### src/rtl/gpio_atr_bank.sv
module gpio_atr_bank #(
  parameter int WIDTH = 11
) (
  input  logic             clk,
  input  logic             rst_n,
  input  logic             wr_en,
  input  logic [2:0]       wr_addr,
  input  logic [WIDTH-1:0] wr_data,
  input  logic [WIDTH-1:0] wr_mask,
  input  logic [2:0]       rd_addr,
  output logic [WIDTH-1:0] rd_data,
  input  logic             rx_active,
  input  logic             tx_active,
  input  logic [WIDTH-1:0] pin_in,
  output logic [WIDTH-1:0] pin_out,
  output logic [WIDTH-1:0] pin_oe
);

  localparam logic [2:0] A_MODE = 3'd0;
  localparam logic [2:0] A_DIR  = 3'd1;
  localparam logic [2:0] A_MAN  = 3'd2;
  localparam logic [2:0] A_IDLE = 3'd3;
  localparam logic [2:0] A_RXO  = 3'd4;
  localparam logic [2:0] A_TXO  = 3'd5;
  localparam logic [2:0] A_DUP  = 3'd6;
  localparam logic [2:0] A_RDBK = 3'd7;

  if (WIDTH < 1 || WIDTH > 32) begin : g_width_check
    initial $fatal(1, "gpio_atr_bank: WIDTH must be 1..32");
  end

  logic [WIDTH-1:0] ctrl_q, dir_q, out_q;
  logic [WIDTH-1:0] st_idle_q, st_rx_q, st_tx_q, st_dup_q;
  logic [WIDTH-1:0] sync1_q, sync2_q;
  logic [WIDTH-1:0] st_sel, drive_nxt;

  function automatic logic [WIDTH-1:0] merge(input logic [WIDTH-1:0] old_v,
                                             input logic [WIDTH-1:0] new_v,
                                             input logic [WIDTH-1:0] m);
    return (old_v & ~m) | (new_v & m);
  endfunction

  always_ff @(posedge clk) begin
    if (!rst_n) begin
      ctrl_q    <= '0;
      dir_q     <= '0;
      out_q     <= '0;
      st_idle_q <= '0;
      st_rx_q   <= '0;
      st_tx_q   <= '0;
      st_dup_q  <= '0;
    end else if (wr_en) begin
      case (wr_addr)
        A_MODE: ctrl_q    <= merge(ctrl_q,    wr_data, wr_mask);
        A_DIR:  dir_q     <= merge(dir_q,     wr_data, wr_mask);
        A_MAN:  out_q     <= merge(out_q,     wr_data, wr_mask);
        A_IDLE: st_idle_q <= merge(st_idle_q, wr_data, wr_mask);
        A_RXO:  st_rx_q   <= merge(st_rx_q,   wr_data, wr_mask);
        A_TXO:  st_tx_q   <= merge(st_tx_q,   wr_data, wr_mask);
        A_DUP:  st_dup_q  <= merge(st_dup_q,  wr_data, wr_mask);
        default: ;
      endcase
    end
  end

  always_comb begin
    case ({tx_active, rx_active})
      2'b00:   st_sel = st_idle_q;
      2'b01:   st_sel = st_rx_q;
      2'b10:   st_sel = st_tx_q;
      default: st_sel = st_dup_q;
    endcase
  end

  assign drive_nxt = (ctrl_q & st_sel) | (~ctrl_q & out_q);

  always_ff @(posedge clk) begin
    if (!rst_n) begin
      pin_out <= '0;
      sync1_q <= '0;
      sync2_q <= '0;
    end else begin
      pin_out <= drive_nxt;
      sync1_q <= pin_in;
      sync2_q <= sync1_q;
    end
  end

  assign pin_oe = dir_q;

  always_comb begin
    case (rd_addr)
      A_MODE:  rd_data = ctrl_q;
      A_DIR:   rd_data = dir_q;
      A_MAN:   rd_data = out_q;
      A_IDLE:  rd_data = st_idle_q;
      A_RXO:   rd_data = st_rx_q;
      A_TXO:   rd_data = st_tx_q;
      A_DUP:   rd_data = st_dup_q;
      A_RDBK:  rd_data = sync2_q;
      default: rd_data = '0;
    endcase
  end

endmodule

### config.mk
export PLATFORM = sky130hd
export DESIGN_NAME = gpio_atr_bank
export DESIGN_NICKNAME = d
export VERILOG_FILES = /design/src/rtl/gpio_atr_bank.sv
export SDC_FILE = /design/constraint.sdc
export NUM_CORES = 1
export LEC_CHECK = 0
export ABC_AREA = 1
export BUFFER_PORTS_ARGS = -buffer_cell sky130_fd_sc_hd__buf_2
export CAP_MARGIN = 20
export CORE_MARGIN = 3
export CORE_UTILIZATION = 50
export CTS_CLUSTER_SIZE = 28
export DETAILED_ROUTE_END_ITERATION = 6
export PLACE_DENSITY = 0.75
export REMOVE_ABC_BUFFERS = 1
export SYNTH_ARGS = -nofsm -noshare
export SYNTH_HDL_FRONTEND = slang
export SYNTH_SLANG_ARGS = --single-unit
### constraint.sdc
create_clock -name clk -period 1 [get_ports clk]
set_input_delay 0.1 -clock clk [delete_from_list [all_inputs] [get_ports clk]]
set_output_delay 0.1 -clock clk [all_outputs]
set_load 0.01 [all_outputs]
==> reports/metrics.cfg <==
[status]
status=finished, violations left
violations=setup timing

[min_path]
hold_class=in2reg

[yosys]
synth_flop_cell=dfxtp_1
synth_top_area_cell=dfxtp_1
syn-cell-area_um2=5410
synthTopCellsByCount=nand2_1 (246), nand3_1 (122), dfxtp_1 (110)
synth_area_per_cell_um2=6.58
ys_types=18
syn_inst=823
ys_warn_count=0
synthArstFlopShare_pct=0
ys_seq_area_share_pct=40.7
synth-edff-count=0
synthTopCellsByArea=dfxtp_1 (41%), nand2_1 (17%), nand3_1 (11%)
ys_ff_latch=110
yosysMostFrequentCell=nand2_1
synth_top_area_share_pct=40.7

[clock_network]
clk_pin_slew_worst_paths_ps=110
clkSinkCount=110
cts_tree=yes
numCtsBuffers=9
root_buffer=clkbuf_8
h-tree-depth=3
clk-insertion-delay-late_ps=380
cts.path.max_buffers=2

[die]
chipWidth_um=110
row_count=37
io_pins=77
dieArea_um2=12100
core-area_um2=10400
initial_utilization_pct=52.0
die_y_um=110

[setup_path]
crit_slowest_cell=dfxtp_1
path_buf_inv=1
worst-setup-path-type=reg2out
path_max_fanout=1
arrival_ps=1200
max_stage_delay_ps=310
crit_path_end_kind=primary output
crit_required_ps=900
crit_family=simple AND/OR/NAND/NOR gates
crit_chain=nand4_1 > nand2_1 > nor2_2 > nand3_1 > buf_2
start_kind=flop

[power_and_ir_drop]
clkPwrFrac_pct=31.5
p_sw_mw=2.27
total_leakage_power_nw=2.84
p_sw_share_pct=27.8
powerDensity_nw_per_um2=1210
pwr-share-seq_pct=55.1
p_comb_share_pct=13.4
power.internal_mw=5.91
peakVddDrop_mv=0.939
total_power_mw=8.18

[drt]
drc_errors=0
viasPerCell=5.75
drtIter0Drc=603
postRouteAntennaNets=0
via_count=6115
wl_um=16700
first_pass_iters=6
wl_per_cell_um=15.7

[global_routing]
grt.overflow.total=0
grt_max_degree=48
grtUsageTotal_pct=27.7
grt_pass1_wl_um=26400
grt_pass1_vias=5499
antenna_found_initial=0

[sta]
max-slew-margin-rel_pct=72.1
fin_worst_skew_ps=8.71
min_period_ps=1300
grt_setup_unrepaired=true
max_freq_ghz=0.772
setup_viol=11
period_share_pct=130
setup_slack_ps=-295
whs_ps=36.3
tightestPinTransition_ps=417
slew_violations=0
final-hold-violation-count=0

[placed_design]
port_buffers=76
dpl_worst_slack_ps=-668
dpl_cell_area_um2=6150
hpwl_um=10800
gp_congestion=0.918

[job]
maxCapViolCount=0

[cells_and_area]
drive_above_1_share_pct=24.8
final_area_um2=6750
synthToLayoutAreaGrowth_pct=24.6
antennaDiodeCount=0
layout.nets=967

==> worst min-delay path, stage by stage <==
cell	delay, ps
buf_2	140
nand3_1	90
a21oi_1	60
==> cell type report <==
cell class	instances	area [um2]
Clock buffer	12	155
Sequential cell	110	2260
Tap cell	136	170
Timing Repair Buffer	155	1170
Clock inverter	4	27.5
Inverter	48	180
Fill cell	922	3670
Multi-Input combinational cell	599	2770
==> routing by layer <==
layer,vias up,track usage [%],wire [um]
met5,-,0,0
met4,0,10.6,400
met3,46,5.82,1540
met2,336,45.4,7710
met1,2805,35.9,7040
li1,2928,-,-
==> logic make-up after synthesis <==
logic type	after synthesis	synth area share, %
AO/OA/AOI/OAI	103	9.52
flip-flops	110	40.7
AND/OR/NAND/NOR	496	41.0
buffers and inverters	114	8.78
==> power groups by stage <==
stage | Clock [mW] | Combinational (mW) | Sequential (mW)
6_report | 2.57 | 1.10 | 4.51
5_1_grt | 2.79 | 1.18 | 4.52
4_1_cts | 2.60 | 1.06 | 4.50
3_5_place_dp | 0 | 0.999 | 4.61
3_3_place_gp | 0 | 0.973 | 4.60
2_1_floorplan | 0 | 0.314 | 4.60
==> metrics by stage <==
| stage | instances | utilization [%] | setup TNS (ps) |
|---|---|---|---|
| final | 1064 | 64.8 | -3070 |
| after global placement | 1013 | 59.0 | -8730 |
| after CTS | 1060 | 63.9 | -3120 |
| after global routing | 1064 | 64.8 | -3950 |
| after detailed placement | 1013 | 59.0 | -10350 |
| after floorplan | 757 | - | -44500 |
==> layout by cell type (no fill, tap or decap) <==
cell	instances
or2_2	3
nor3_1	1
dfxtp_2	50
clkbuf_1	1
nand3_1	122
or2_4	1
buf_4	53
nor2_4	4
a21oi_2	1
buf_12	12
o21ai_0	12
nor2_2	7
inv_6	2
dlygate4sd3_1	11
a21oi_1	87
clkbuf_8	11
inv_2	1
nor2_1	45
nand2_2	3
dfxtp_1	60
buf_6	5
nand2_1	244
nor3b_2	1
inv_1	47
clkinv_2	2
buf_2	74
nand4_1	65
o21ai_1	3
==> path summary, 6_finish.rpt <==
kind	cells after the start	to	slack [ps]	startpoint
max reg2reg	5	pin_out[6]$_SDFF_PN0_	70	flop
min reg2reg	2	sync2_q[8]$_SDFF_PN0_	420	sync1_q[8]$_SDFF_PN0_
min	3	flop	40	wr_data[10]
max	5	rd_data[6]	-300	sync2_q[6]$_SDFF_PN0_
==> timing repair <==
action | in CTS | in global routing
hold buffers | 11 | 0
endpoints found under the setup margin | 13 | 25
pin swaps | 21 | 22
endpoints found under the hold margin | 11 | 0
setup buffers | 20 | 5
resized for setup | 40 | 30
(Power assumes the default switching activity.)
